==> config.mk <==
export PLATFORM = sky130hd
export DESIGN_NAME = cmt_top
export DESIGN_NICKNAME = d
export VERILOG_FILES = /design/src/rtl/cmt_pkg.sv /design/src/rtl/cmt_prescaler.sv /design/src/rtl/cmt_channel.sv /design/src/rtl/cmt_top.sv
export SDC_FILE = /design/constraint.sdc
export NUM_CORES = 1
export LEC_CHECK = 0
export CAP_MARGIN = 20
export CORE_MARGIN = 3
export CORE_UTILIZATION = 60
export DETAILED_ROUTE_END_ITERATION = 7
export PLACE_DENSITY_LB_ADDON = 0.3
export SYNTH_ARGS = -nofsm -noshare
export SYNTH_HDL_FRONTEND = slang
export SYNTH_SLANG_ARGS = --single-unit
==> constraint.sdc <==
create_clock -name clk -period 9.6 [get_ports clk]
set_input_delay 1.92 -clock clk [delete_from_list [all_inputs] [get_ports clk]]
set_output_delay 1.92 -clock clk [all_outputs]
set_load 0.03 [all_outputs]
==> src/rtl/cmt_pkg.sv <==
package cmt_pkg;

  localparam int unsigned CSR_W      = 16;
  localparam int unsigned BIT_MATCH  = 15;
  localparam int unsigned BIT_OVER   = 14;
  localparam int unsigned BIT_PERIOD = 8;
  localparam int unsigned REQ_LO     = 4;
  localparam int unsigned CKS_LO     = 0;

  localparam logic [1:0] REQ_DMA = 2'd1;
  localparam logic [1:0] REQ_IRQ = 2'd2;

  localparam int unsigned NTAP = 3;
  localparam int unsigned PRE_W = 7;
  localparam int unsigned TAP_SHIFT [NTAP] = '{3, 5, 7};

  typedef enum logic [1:0] {
    IDX_CSR = 2'd0,
    IDX_CNT = 2'd1,
    IDX_CMP = 2'd2,
    IDX_RSV = 2'd3
  } reg_idx_e;

  typedef struct packed {
    logic       periodic;
    logic [1:0] req;
    logic [2:0] cks;
  } chan_cfg_t;

endpackage

==> src/rtl/cmt_prescaler.sv <==
module cmt_prescaler
  import cmt_pkg::*;
(
  input  logic             clk,
  input  logic             rst_n,
  output logic [NTAP:0]    tick_vec
);

  logic [PRE_W-1:0] pre_q;
  logic [PRE_W-1:0] pre_d;

  always_comb begin
    pre_d = pre_q + PRE_W'(1);
  end

  always_ff @(posedge clk or negedge rst_n) begin
    if (!rst_n) pre_q <= '0;
    else        pre_q <= pre_d;
  end

  for (genvar k = 0; k < NTAP; k++) begin : g_tap
    assign tick_vec[k] = &pre_q[TAP_SHIFT[k]-1:0];
  end

  assign tick_vec[NTAP] = 1'b1;

endmodule

==> src/rtl/cmt_channel.sv <==
module cmt_channel
  import cmt_pkg::*;
#(
  parameter int unsigned CNT_W  = 32,
  parameter int unsigned DATA_W = 32
) (
  input  logic              clk,
  input  logic              rst_n,
  input  logic [NTAP:0]     tick_vec,
  input  logic              run,
  input  logic              csr_we,
  input  logic              cnt_we,
  input  logic              cmp_we,
  input  logic [DATA_W-1:0] wdata,
  output logic [CSR_W-1:0]  csr_rd,
  output logic [CNT_W-1:0]  cnt_q,
  output logic [CNT_W-1:0]  cmp_q,
  output logic              cmf_q,
  output logic              ovf_q,
  output logic              pend_o,
  output logic              irq_o,
  output logic              dreq_o
);

  localparam logic [1:0] SETTLE = 2'd2;

  chan_cfg_t        cfg_q, cfg_d;
  logic [1:0]       wait_q, wait_d;
  logic [CNT_W-1:0] stage_q, stage_d;
  logic [CNT_W-1:0] cnt_d, cmp_d;
  logic             cmf_d, ovf_d;
  logic             tick, load_now, count_en;
  logic             at_cmp, at_top;
  logic             cnt_en, wait_en;

  // next-state logic
  always_comb begin
    tick     = tick_vec[cfg_q.cks[1:0]];
    load_now = tick && (wait_q == 2'd1);
    count_en = tick && run && !load_now;
    at_cmp   = (cnt_q == cmp_q);
    at_top   = &cnt_q;

    cfg_d.periodic = wdata[BIT_PERIOD];
    cfg_d.req      = wdata[REQ_LO +: 2];
    cfg_d.cks      = wdata[CKS_LO +: 3];

    cmp_d   = wdata[CNT_W-1:0];
    stage_d = wdata[CNT_W-1:0];

    wait_en = cnt_we || (tick && (wait_q != 2'd0));
    if (cnt_we) wait_d = SETTLE;
    else        wait_d = wait_q - 2'd1;

    cnt_en = load_now || count_en;
    if (load_now)                       cnt_d = stage_q;
    else if (at_cmp && cfg_q.periodic)  cnt_d = '0;
    else                                cnt_d = cnt_q + CNT_W'(1);

    cmf_d = (count_en && at_cmp) ||
            (csr_we ? (cmf_q && wdata[BIT_MATCH]) : cmf_q);
    ovf_d = (count_en && at_top && !at_cmp) ||
            (csr_we ? (ovf_q && wdata[BIT_OVER]) : ovf_q);
  end

  // registers
  always_ff @(posedge clk or negedge rst_n) begin
    if (!rst_n) begin
      cfg_q   <= '0;
      wait_q  <= '0;
      stage_q <= '0;
      cnt_q   <= '0;
      cmp_q   <= '1;
      cmf_q   <= 1'b0;
      ovf_q   <= 1'b0;
    end else begin
      if (csr_we)  cfg_q   <= cfg_d;
      if (wait_en) wait_q  <= wait_d;
      if (cnt_we)  stage_q <= stage_d;
      if (cnt_en)  cnt_q   <= cnt_d;
      if (cmp_we)  cmp_q   <= cmp_d;
      cmf_q <= cmf_d;
      ovf_q <= ovf_d;
    end
  end

  always_comb begin
    csr_rd = {cmf_q, ovf_q, 5'b0, cfg_q.periodic, 2'b0, cfg_q.req, 1'b0, cfg_q.cks};
    pend_o = (wait_q != 2'd0);
    irq_o  = cmf_q && (cfg_q.req == REQ_IRQ);
    dreq_o = cmf_q && (cfg_q.req == REQ_DMA);
  end

endmodule

==> src/rtl/cmt_top.sv <==
module cmt_top
  import cmt_pkg::*;
#(
  parameter int unsigned NCH    = 2,
  parameter int unsigned CNT_W  = 32,
  parameter int unsigned DATA_W = 32,
  parameter int unsigned ADDR_W = 4
) (
  input  logic              clk,
  input  logic              rst_n,
  input  logic              bus_we,
  input  logic [ADDR_W-1:0] bus_addr,
  input  logic [DATA_W-1:0] bus_wdata,
  output logic [DATA_W-1:0] bus_rdata,
  output logic [NCH-1:0]    irq_o,
  output logic [NCH-1:0]    dreq_o
);

  localparam int unsigned BLK_W = ADDR_W - 2;

  logic [1:0]        rs_q;
  logic              rst_int_n;
  logic [BLK_W-1:0]  blk;
  reg_idx_e          idx;
  logic              run_we;
  logic [NCH-1:0]    run_q, run_d;
  logic [NTAP:0]     tick_vec;

  logic [NCH-1:0][CSR_W-1:0] csr_arr;
  logic [NCH-1:0][CNT_W-1:0] cnt_arr;
  logic [NCH-1:0][CNT_W-1:0] cmp_arr;
  logic [NCH-1:0]            cmf_v, ovf_v, pend_v;

  // reset: asserted asynchronously, released on the clock
  always_ff @(posedge clk or negedge rst_n) begin
    if (!rst_n) rs_q <= '0;
    else        rs_q <= {rs_q[0], 1'b1};
  end
  assign rst_int_n = rs_q[1];

  always_comb begin
    blk    = bus_addr[ADDR_W-1:2];
    idx    = reg_idx_e'(bus_addr[1:0]);
    run_we = bus_we && (blk == '0) && (idx == IDX_CSR);
    run_d  = bus_wdata[NCH-1:0];
  end

  always_ff @(posedge clk or negedge rst_int_n) begin
    if (!rst_int_n)  run_q <= '0;
    else if (run_we) run_q <= run_d;
  end

  cmt_prescaler u_pre (
    .clk      (clk),
    .rst_n    (rst_int_n),
    .tick_vec (tick_vec)
  );

  for (genvar c = 0; c < NCH; c++) begin : g_ch
    logic hit;
    assign hit = (blk == BLK_W'(c + 1));

    cmt_channel #(
      .CNT_W  (CNT_W),
      .DATA_W (DATA_W)
    ) u_ch (
      .clk      (clk),
      .rst_n    (rst_int_n),
      .tick_vec (tick_vec),
      .run      (run_q[c]),
      .csr_we   (bus_we && hit && (idx == IDX_CSR)),
      .cnt_we   (bus_we && hit && (idx == IDX_CNT)),
      .cmp_we   (bus_we && hit && (idx == IDX_CMP)),
      .wdata    (bus_wdata),
      .csr_rd   (csr_arr[c]),
      .cnt_q    (cnt_arr[c]),
      .cmp_q    (cmp_arr[c]),
      .cmf_q    (cmf_v[c]),
      .ovf_q    (ovf_v[c]),
      .pend_o   (pend_v[c]),
      .irq_o    (irq_o[c]),
      .dreq_o   (dreq_o[c])
    );
  end

  // read mux
  always_comb begin
    bus_rdata = '0;
    if (blk == '0) begin
      if (idx == IDX_CSR) bus_rdata = DATA_W'(run_q);
    end
    for (int c = 0; c < NCH; c++) begin
      if (blk == BLK_W'(c + 1)) begin
        case (idx)
          IDX_CSR: bus_rdata = DATA_W'(csr_arr[c]);
          IDX_CNT: bus_rdata = DATA_W'(cnt_arr[c]);
          IDX_CMP: bus_rdata = DATA_W'(cmp_arr[c]);
          default: bus_rdata = '0;
        endcase
      end
    end
  end

endmodule

==> results of run 1 <==
cell families after synthesis:
family                     share of synthesized area
other                                       0.000304
AOI/OAI and AO/OA                              0.156
muxes                                          0.142
xor gates and xnor gates                      0.0553
DFF                                            0.458
adders and majority gates                    0.00912
and+or+nand+nor                                0.120
buffers and inverters                         0.0578
registers in the layout (all words and copies together), names as in the netlist, 4 cells and up:
register and count:
g_ch.u_ch.wait_q 4, g_ch.u_ch.cmp_q 64, g_ch.u_ch.cnt_q 64, g_ch.u_ch.csr_rd 12
g_ch.u_ch.stage_q 64, u_pre.pre_q 7
metrics by stage:
stage / power (mW) / cells / area [sq um] / hold WS [ns] / setup WS, ns
after floorplan: 2.31 / 1190 / 12400 / 0.331 / 3.04
after global placement: 2.60 / 1439 / 13100 / 0.336 / 2.85
after detailed placement: 2.64 / 1439 / 13100 / 0.344 / 2.76
after CTS: 3.63 / 1483 / 13900 / 0.358 / 2.75
after global routing: 3.84 / 1486 / 14000 / 0.360 / 2.82
final: 3.64 / 1486 / 14000 / 0.354 / 2.90
worst paths after layout:
kind / to / slack, ns
min: rs_q[1] / 0.35
min reg2reg: rs_q[1] / 0.35
max in group asynchronous: g_ch[1].u_ch.stage_q[22] / 7.85
max: bus_rdata[16] / 2.90
min in group asynchronous: g_ch[0].u_ch.wait_q[1] / 0.43
max reg2reg: g_ch[1].u_ch.cnt_q[18] / 6.34
area by class of cell:
type / instances / area (sq um) / area share
clock inverter: 9 / 100 / 0.00717
tap: 265 / 332 / 0.0237
sequential: 223 / 5660 / 0.405
inverter: 55 / 206 / 0.0148
timing repair buffer: 90 / 898 / 0.0643
multi-input combinational: 809 / 6020 / 0.431
clock buffer: 35 / 744 / 0.0533
worst reg2reg max path, cell delays in order, from the launching register on:
cell and delay [ns]:
dfrtp_1 0.40, ha_1 0.22, and3_1 0.20, ha_1 0.21, or3b_1 0.41, and3b_1 0.20
and2_1 0.15, buf_4 0.28, nor2_2 0.50, buf_4 0.36, a22oi_1 0.14, o21ai_0 0.10
where the power goes:
| group | internal (mW) | switching (mW) | total [mW] |
|---|---|---|---|
| sequential | 1.26 | 0.412 | 1.67 |
| combinational | 0.476 | 0.515 | 0.991 |
| clock | 0.591 | 0.387 | 0.978 |
placed cells by master, fill, tap and decap left out, drive strengths merged, types with 7 or more instances in the layout:
cell type      instances
a21oi                 31
a22oi                 66
a31oi                 36
a32oi                 41
and3                   9
buf                   16
clkbuf                35
clkdlybuf4s50         74
dfrtp                159
dfstp                 64
ha                     9
inv                   55
mux2                 142
mux2i                 16
nand2                 46
nand3                 35
nand4                 35
nor2                  80
nor3                  10
nor4                  16
o21ai                 63
o22ai                 32
or3                    7
xnor2                 74
per-layer routing:
layer	wire (microns)	global-route usage	vias up
met1	14500	0.451	4951
met2	15800	0.469	459
met4	961	0.0924	0
li1	-	-	4408
met3	2390	0.0379	66
met5	0	0	-
==> results list, run 1 <==
- CP required: 7.68 ns
- Top area cells in the synthesized netlist: dfrtp_1 (32%), dfstp_2 (14%), mux2_2 (13%)
* Routed vias/inst: 6.65
- In this run, synthesis inferred 0 flip-flops with an integrated enable.
- The max-slew violation total from the final report is 0.
* Result of the run: completed
- Insertion delay to the later sink of the worst-skew pair: 0.52 ns
- By instance count, the leading cell after synthesis is dfrtp_1.
* Overall via count from detail_route: 9884
* Filler cells: 1411
- Die height: 149 microns
- First-pass iteration count of the detailed router: 7
- CP max stage cell: clkdlybuf4s50_1
* Share of post-route cells with drive strength above 1: 0.236
- Post-DR wirelength/cell: 22.6 microns
- In this run the horizontal extent of the chip is 149 microns.
* Pwr per Cell Area: 261 nW/um^2
* Critical Path Fanout Max: 54
- The setup path with the least slack is of type input port to output port.
- The floorplan has 51 rows.
- STA classifies the critical path startpoint as an input port.
- Beginning of the critical path: bus_addr[1]
- In this run, the number of DRC markers left after iteration 0 of detailed routing was 764.
- The worst-case IR drop observed on VDD is 158 uV.
* Area grow syn2layout: 13.1%
- Utilization after layout: 0.704
- The number of antenna diodes in the final layout is 0.
- Between clock sinks in the finished design, the worst skew comes to 0.0103 ns.
- After clock tree synthesis, the clock-pin slew on the worst setup and hold paths is 0.06 ns.
* Number of global-route vias before repair: 9548
- Fmax achieved: 149 MHz
* Count of final hold-check violations: 0
* Unique cell type count in the Yosys netlist: 63
* Count of hold buffers inserted by post-cts repair: 0
- For this run, the total global-route usage over all layers was measured as 0.303.
- In the routed design, unresolved DRC markers number 0.
* H-Tree Level Count: 1
* Most frequently used flop master after synthesis: dfrtp_1
- Headroom to the max-slew limit came out at 0.330.
* Count of nets after finishing: 1251
- Wire length of the first global-routing pass: 53300 microns
- Port-buffer cells: 74
* GP Congestion: 0.897
- Least-Margin Pin Slew: 1.00 ns
- For this run, asynchronously set or reset flops after synthesis account for 1.00.
- # Max-Cap Violations: 0
- In this run the most critical hold path is launched from rs_q[0].
* Critical path's top delay family: buffers and inverters
- Setup violations, final: 0
- Portion of synthesized cell area occupied by the leading cell type: 0.322
- In this run, CTS created clock tree buffers numbering 24.
- Synthesis produced a netlist whose cell count is 1190.
* TritonCTS clock tree: yes
* CTS sink count: 223
- Arrival time at the worst endpoint: 4.78 ns
- The signal on the critical path passes through clkdlybuf4s50_1 -> buf_4 -> nor2b_4 -> buf_4 -> a22oi_1 -> o22ai_1 -> clkdlybuf4s50_1.
* Synth Register Bits: 223
- The analysis attributes to cell leakage a power of 5.39 nW.
- Overflow after GRT: 0
- Nature of the critical path endpoint: output port
- Hold depth: 0
- Once detail routing completed, the nets flagged for antenna violations numbered 0.
* Avg Synthesized Cell Area: 10.4 sq um
- The startpoint identified for the worst register-to-register timing path is u_pre.pre_q[0].
- Warning count from the yosys run: 0
- The initial antenna violation count was 0.
- Commonest cells in the synthesized netlist: dfrtp_1 (159), mux2_2 (142), nor2_1 (80)
- For the worst flop-to-flop path, the logic depth is 11.
- Number of ports placed on the die boundary: 75
- Cell type with the largest total area after synthesis: dfrtp_1
* Period utilisation layout: 0.698
- Buffers from clock root to sink, at most: 3
- Synthesized cell area: 12400 sq um
- The tree is rooted in a clkbuf_16.
- Setup repair after global routing missed its margin: false
- When the netlist entered floorplanning its net count stood at 1238.
* # Post-CTS Setup Buffers: 0
* Count of instances resized after the clock tree is built: 0
- Accumulated negative setup slack: 0 ns
- After layout, the minimum clock period comes to 6.70 ns.
- The share of the Yosys chip area taken by registers is 0.458.
* Largest stage delay on the critical path: 0.74 ns
* Maximum number of pins on one net before global-route repair: 163
- After legalization and detailed placement, the total HPWL measured 23000 microns.
- Path class of the lowest-slack min-delay path: flop to flop
* Final wirelength: 33600 microns
* Initial Utilization: 0.622
- Floorplan core area: 19800 sq um
- Total number of cells along the worst setup path: 7
- Count of buffer and inverter cells on the critical path: 4
- The floorplan step defined a die boundary enclosing 22300 sq um.
No activity file was read; power rests on OpenSTA's default activity.
==> run 2: changes to the inputs <==
==> constraint.sdc (replaced) <==
create_clock -name clk -period 6.8 [get_ports clk]
set_input_delay 1.36 -clock clk [delete_from_list [all_inputs] [get_ports clk]]
set_output_delay 1.36 -clock clk [all_outputs]
set_load 0.03 [all_outputs]
==> results list, run 2 (same netlist as run 1, synthesis figures left out) <==
- The flow ran to the end, and the final reports show no timing, DRC or antenna violations.
- Post-CTS timing repair inserted 0 buffers for setup.
* Beginning of the critical path: bus_addr[1]
- Count of hold buffers inserted by post-cts repair: 0
- Fmax achieved: 176 MHz
- Arrival time at the worst endpoint: 4.33 ns
- Setup CP Type: input port to output port
* Std-Cell Rows: 51
- Die outline area: 22300 sq um
- For the final database, setup skew stands at 0.0122 ns.
* R2r endpoint: g_ch[1].u_ch.cnt_q[17]
- Post-DP HPWL: 23300 microns
* Overall via count from detail_route: 9917
- Wire length of the first global-routing pass: 53100 microns
- In the final layout, the share of cells above drive strength 1 is 0.232.
* Nature of the critical path endpoint: output port
- During placement, the flow inserted port buffers numbering 74.
- Die height: 149 microns
- Path class of the lowest-slack min-delay path: flop to asynchronous set/reset pin
* Largest regs: g_ch.u_ch.cmp_q: 64 flops, g_ch.u_ch.cnt_q: 64 flops, g_ch.u_ch.stage_q: 64 flops
- Gates resized during post-CTS repair numbered 0.
- Antenna violations before repair: 0
- Number of ports placed on the die boundary: 75
* Total power draw: 5.13 mW
* CP required: 5.44 ns
* Routed vias/inst: 6.67
* Detailed-route DRC error count: 0
- Buffers from clock root to sink, at most: 3
- The via count of the first global-routing pass was 9261.
* Grt met2 use: 0.456
- The area growth from synthesis to layout is 13.0%.
- For this run, global-route usage on met1 was measured as 0.438.
- The count of nets left with antenna violations once routing finished came out at 0.
- The clock drives 223 sinks.
- Critical Path Fanout Max: 36
- After global routing, the most crowded layer is met2.
- # Max-Cap Violations: 0
- H-Tree Level Count: 1
- The initial utilization of the core area, before any placement, comes to 0.622.
- Worst ir drop on vdd: 237 uV
* Pwr per Cell Area: 368 nW/um^2
- Global routing finished with a remaining overflow of 0.
- The congestion estimate from routability-driven global placement came to 0.932.
- Clock-pin slew was measured on the worst setup and hold paths at 0.06 ns.
- Floorplan core area: 19800 sq um
- In the final timing run, aggregate negative setup slack is 0 ns.
- Maximum number of pins on one net before global-route repair: 179
- Termination of the worst setup path: bus_rdata[27]
* Final wirelength: 34000 microns
- For this run, the total global-route usage over all layers was measured as 0.302.
- Die span in x: 149 microns
- Insertion delay to the later sink of the worst-skew pair: 0.52 ns
* Total clock buffers created by CTS: 24
- The worst register-to-register path begins at u_pre.pre_q[0].
- At the pin with the least slew margin, the transition time is 1.10 ns.
- Setup repair after global routing left no endpoint under its margin.
- Fill cells in the final layout number 1392.
- Clock tree synthesis selected as its root buffer the cell clkbuf_16.
* Count of nets after finishing: 1250
- First-pass iteration count of the detailed router: 5
- Iter 0 DRT Violations: 854
* Flop-to-flop setup slack: 3.51 ns
* Clock period minus worst slack: 5.69 ns
- STA classifies the critical path startpoint as an input port.
* Worst slew margin relative to its limit: 0.267
* Most common cell after layout, fill and taps aside: dfrtp_1
- In this run the static leakage power is 5.38 nW.
- The max-slew violation total from the final report is 0.
* Count of final hold-check violations: 0
* Top library cells by usage in the layout, fill and taps aside: dfrtp_1 (158), mux2_2 (142), nor2_1 (75)
- Global-route met3 utilization: 0.0536
- After detailed routing, the average wire length per cell comes to 22.9 microns.
- Setup violations remaining at the end of the flow were counted as 0.
- TritonCTS clock tree: yes
- Period utilisation layout: 0.837
- Number of cells on the worst reg-to-reg path: 11
[run 2: cell types whose count changed in the layout (fill, tap and decap cells not counted)]
cell,change
buf_8,+1
clkinvlp_4,-2
buf_16,+1
clkbuf_16,+1
clkbuf_1,+4
diode_2,+1
bufinv_16,-1
buf_4,-1
clkinv_2,-2
buf_12,-2
[run 2: stage by stage]
step                      setup WS, ns  cell area, sq um  hold WS, ns  std cells   util
after floorplan                  0.237             12400        0.331       1190      -
after global placement            1.23             13100        0.335       1439  0.659
after detailed placement          1.15             13100        0.336       1439  0.659
after CTS                         1.15             13900        0.350       1483  0.701
after global routing              1.01             13900        0.355       1485  0.703
final                             1.11             14000        0.335       1486  0.703
[run 2: how the worst min path moves through the flow]
stage / startpoint / to / slack, ns / cells past startpoint
4_1_cts: rs_q[0] / rs_q[1] / 0.35 / 0
2_1_floorplan: rs_q[0] / rs_q[1] / 0.33 / 0
6_report: rs_q[1] / g_ch[0].u_ch.wait_q[0] / 0.33 / 0
3_3_place_gp: rs_q[0] / rs_q[1] / 0.34 / 0
3_5_place_dp: rs_q[0] / rs_q[1] / 0.34 / 0
5_1_grt: rs_q[0] / rs_q[1] / 0.35 / 0
[run 2: worst max-delay path, cell delays in order]
cell and delay, ns:
clkdlybuf4s50_1 0.47, buf_4 0.24, nor2b_4 0.61, buf_4 0.46, a22oi_1 0.16, o22ai_1 0.30
clkdlybuf4s50_1 0.72
[run 2: layer usage]
layer  vias up  part of all wire
met2       446              0.46
met3        84             0.077
met4         0             0.039
met5         -                 0
li1       4421                 -
met1      4966              0.42
[run 2: power by group]
group	leakage (nW)	switching, mW	internal [mW]
registers	2.66	0.596	1.78
clock network	0.410	0.526	0.822
logic	2.32	0.738	0.671
total	5.38	1.86	3.27
[run 2: cell type report]
cell class / instances / area (sq um) / share of cell area
inverter: 55 / 206 / 0.0148
sequential: 223 / 5660 / 0.406
antenna: 1 / 2.50 / 0.000179
clock buffer: 40 / 785 / 0.0562
timing repair buffer: 89 / 893 / 0.0640
tap: 265 / 332 / 0.0238
multi-input combinational: 809 / 6020 / 0.432
clock inverter: 4 / 45.0 / 0.00323
==> run 3: changes to the inputs <==
--- a/config.mk
+++ b/config.mk
@@ -7,7 +7,7 @@
 export LEC_CHECK = 0
 export CAP_MARGIN = 20
 export CORE_MARGIN = 3
-export CORE_UTILIZATION = 60
+export CORE_UTILIZATION = 54
 export DETAILED_ROUTE_END_ITERATION = 7
 export PLACE_DENSITY_LB_ADDON = 0.3
 export SYNTH_ARGS = -nofsm -noshare
==> constraint.sdc (replaced) <==
create_clock -name clk -period 5.1 [get_ports clk]
set_input_delay 1.02 -clock clk [delete_from_list [all_inputs] [get_ports clk]]
set_output_delay 1.02 -clock clk [all_outputs]
set_load 0.03 [all_outputs]
==> results list, run 3 (same netlist as run 1, synthesis figures left out) <==
- The flow ran to the end, and the final reports show no timing, DRC or antenna violations.
- Summing all non-filler instances in the final layout gives an area of 14000 sq um.
- Pwr per Cell Area: 493 nW/um^2
- Startpoint type of the worst setup path: input port
* Final wirelength: 34300 microns
- Before antenna repair, the detailed router went through 5 iterations.
* Accumulated negative setup slack: 0 ns
- Setup repair after global routing missed its margin: false
- Utilization after layout: 0.632
* Total clock buffers created by CTS: 25
* Post-DP HPWL: 24100 microns
* Flop-to-flop setup slack: 1.88 ns
- The number of placed instances, taps included, is 1457.
- Arrival time at the worst endpoint: 3.53 ns
- The die is 157 microns tall.
* Floorplan core area: 22200 sq um
* Leakage power summed over all cells: 5.46 nW
* H-Tree Level Count: 1
- Setup violations remaining at the end of the flow were counted as 0.
* Number of ports placed on the die boundary: 75
- After the flow finishes, the layout carries non-filler instances totaling 1503.
- Fmax achieved: 220 MHz
- The setup path with the least slack is of type input port to output port.
- Number of slew-limit violations in the final report: 0
- GP Congestion: 0.935
- Number of routed nets with antenna violations: 0
* Largest regs: g_ch.u_ch.cmp_q: 64 flops, g_ch.u_ch.cnt_q: 64 flops, g_ch.u_ch.stage_q: 64 flops
- The total overflow left after global routing is 0.
* Critical Path Fanout Max: 45
- Dividing the detail-routed wire length by the instance count gives 22.8 microns.
- Count of final hold-check violations: 0
- # Max-Cap Violations: 0
- The via count of the first global-routing pass came to 9481.
- Wire length of the first global-routing pass: 54700 microns
- Iter 0 DRT Violations: 829
* Clock period minus worst slack: 4.55 ns
- TritonCTS built the clock tree.
- Overall via count from detail_route: 9724
* Count of instances resized after the clock tree is built: 0
* Nature of the critical path endpoint: output port
- Placed cell area: 13100 sq um
* Period utilisation layout: 0.891
- The tree built by TritonCTS fans out to 223 sinks.
- In this run the critical register-to-register path is captured at g_ch[1].u_ch.cnt_q[30].
- Std-Cell Rows: 54
* Worst slew margin relative to its limit: 0.305
- Global-route usage over all layers: 0.280
- Path class of the lowest-slack min-delay path: flop to flop
- Area grow syn2layout: 13.4%
- After clock tree synthesis, the clock-pin slew on the worst setup and hold paths is 0.05 ns.
- In this run the critical register-to-register path is launched from u_pre.pre_q[0].
* Worst clock skew: 0.0126 ns
- Most common cell after layout, fill and taps aside: dfrtp_1
* Insertion delay to the later sink of the worst-skew pair: 0.52 ns
- The repair_antennas step left the layout with diodes totalling 0.
- The die covers 24700 sq um.
- In the routed design, unresolved DRC markers number 0.
* Port-buffer cells: 74
- The path with the worst hold slack has its endpoint at rs_q[1].
- At the pin with the least slew margin, the transition time is 1.03 ns.
* Number of cells on the worst reg-to-reg path: 11
* Uppermost layer routed: met4
- Routed vias/inst: 6.47
- The startpoint identified for the worst hold timing path is rs_q[0].
- After detailed routing, the met2 layer carries 16100 microns of wire.
- The initial antenna violation count is 1.
- The root buffer cell chosen for the clock tree is clkbuf_16.
- Hold depth: 0
- The routed design uses 2490 microns of met3 wire.
- Share of post-route cells with drive strength above 1: 0.255
* Die span in x: 157 microns
- Entering global routing, the biggest net connects 151 pins.
* Worst ir drop on vdd: 363 uV
* Initial Utilization: 0.557
- Buffers from clock root to sink, at most: 3
- Setup ws final: 0.554 ns
- The design draws 6.91 mW.
* Place WS: 0.600 ns
* Worst hold slack across all endpoints: 0.350 ns
- Count of nets after finishing: 1253
* Count of hold buffers inserted by post-cts repair: 0
* Top library cells by usage in the layout, fill and taps aside: dfrtp_1 (158), mux2_2 (142), nor2_1 (75)
- CP required: 4.08 ns
* # Post-CTS Setup Buffers: 0
- The detailed router put a total of 14800 microns of wire on met1.
run 3: cell count changes in the layout (fill, tap and decap cells not counted), sizes merged:
| cell | change |
|---|---|
| diode | -1 |
| clkbuf | -1 |
| bufinv | +2 |
| clkdlybuf4s50 | -24 |
| buf | +26 |
run 3: worst max path at each step:
stage / slack [ns] / startpoint / endpoint
after floorplan: 1.42 / bus_addr[0] / bus_rdata[10]
after global placement: 0.68 / bus_addr[0] / bus_rdata[0]
after detailed placement: 0.60 / bus_addr[0] / bus_rdata[13]
after CTS: 0.60 / bus_addr[0] / bus_rdata[13]
after global routing: 0.46 / bus_addr[0] / bus_rdata[13]
final: 0.55 / bus_addr[0] / bus_rdata[13]
run 3: area by class of cell:
cell class                 instances  area (sq um)
clock inverter                     6           105
clock buffer                      39           758
inverter                          55           206
tap                              280           350
timing repair buffer              91           896
fill                            1801          8150
sequential                       223          5660
multi-input combinational        809          6030
run 3: layer usage:
| metal | global-route usage | vias to the layer above |
|---|---|---|
| met2 | 0.434 | 393 |
| li1 | - | 4397 |
| met1 | 0.409 | 4867 |
| met3 | 0.0536 | 67 |
| met5 | 0 | - |
| met4 | 0.0731 | 0 |
run 3: worst max-delay path: stages:
cell	delay (ns)
clkdlybuf4s50_1	0.68
nor2b_4	0.52
buf_4	0.49
a22oi_1	0.17
o22ai_1	0.42
buf_12	0.18
run 3: power by group:
group	total (mW)	internal [mW]	switching (mW)
logic	1.87	0.897	0.975
registers	3.15	2.37	0.782
clock network	1.89	1.17	0.719
total	6.91	4.43	2.48
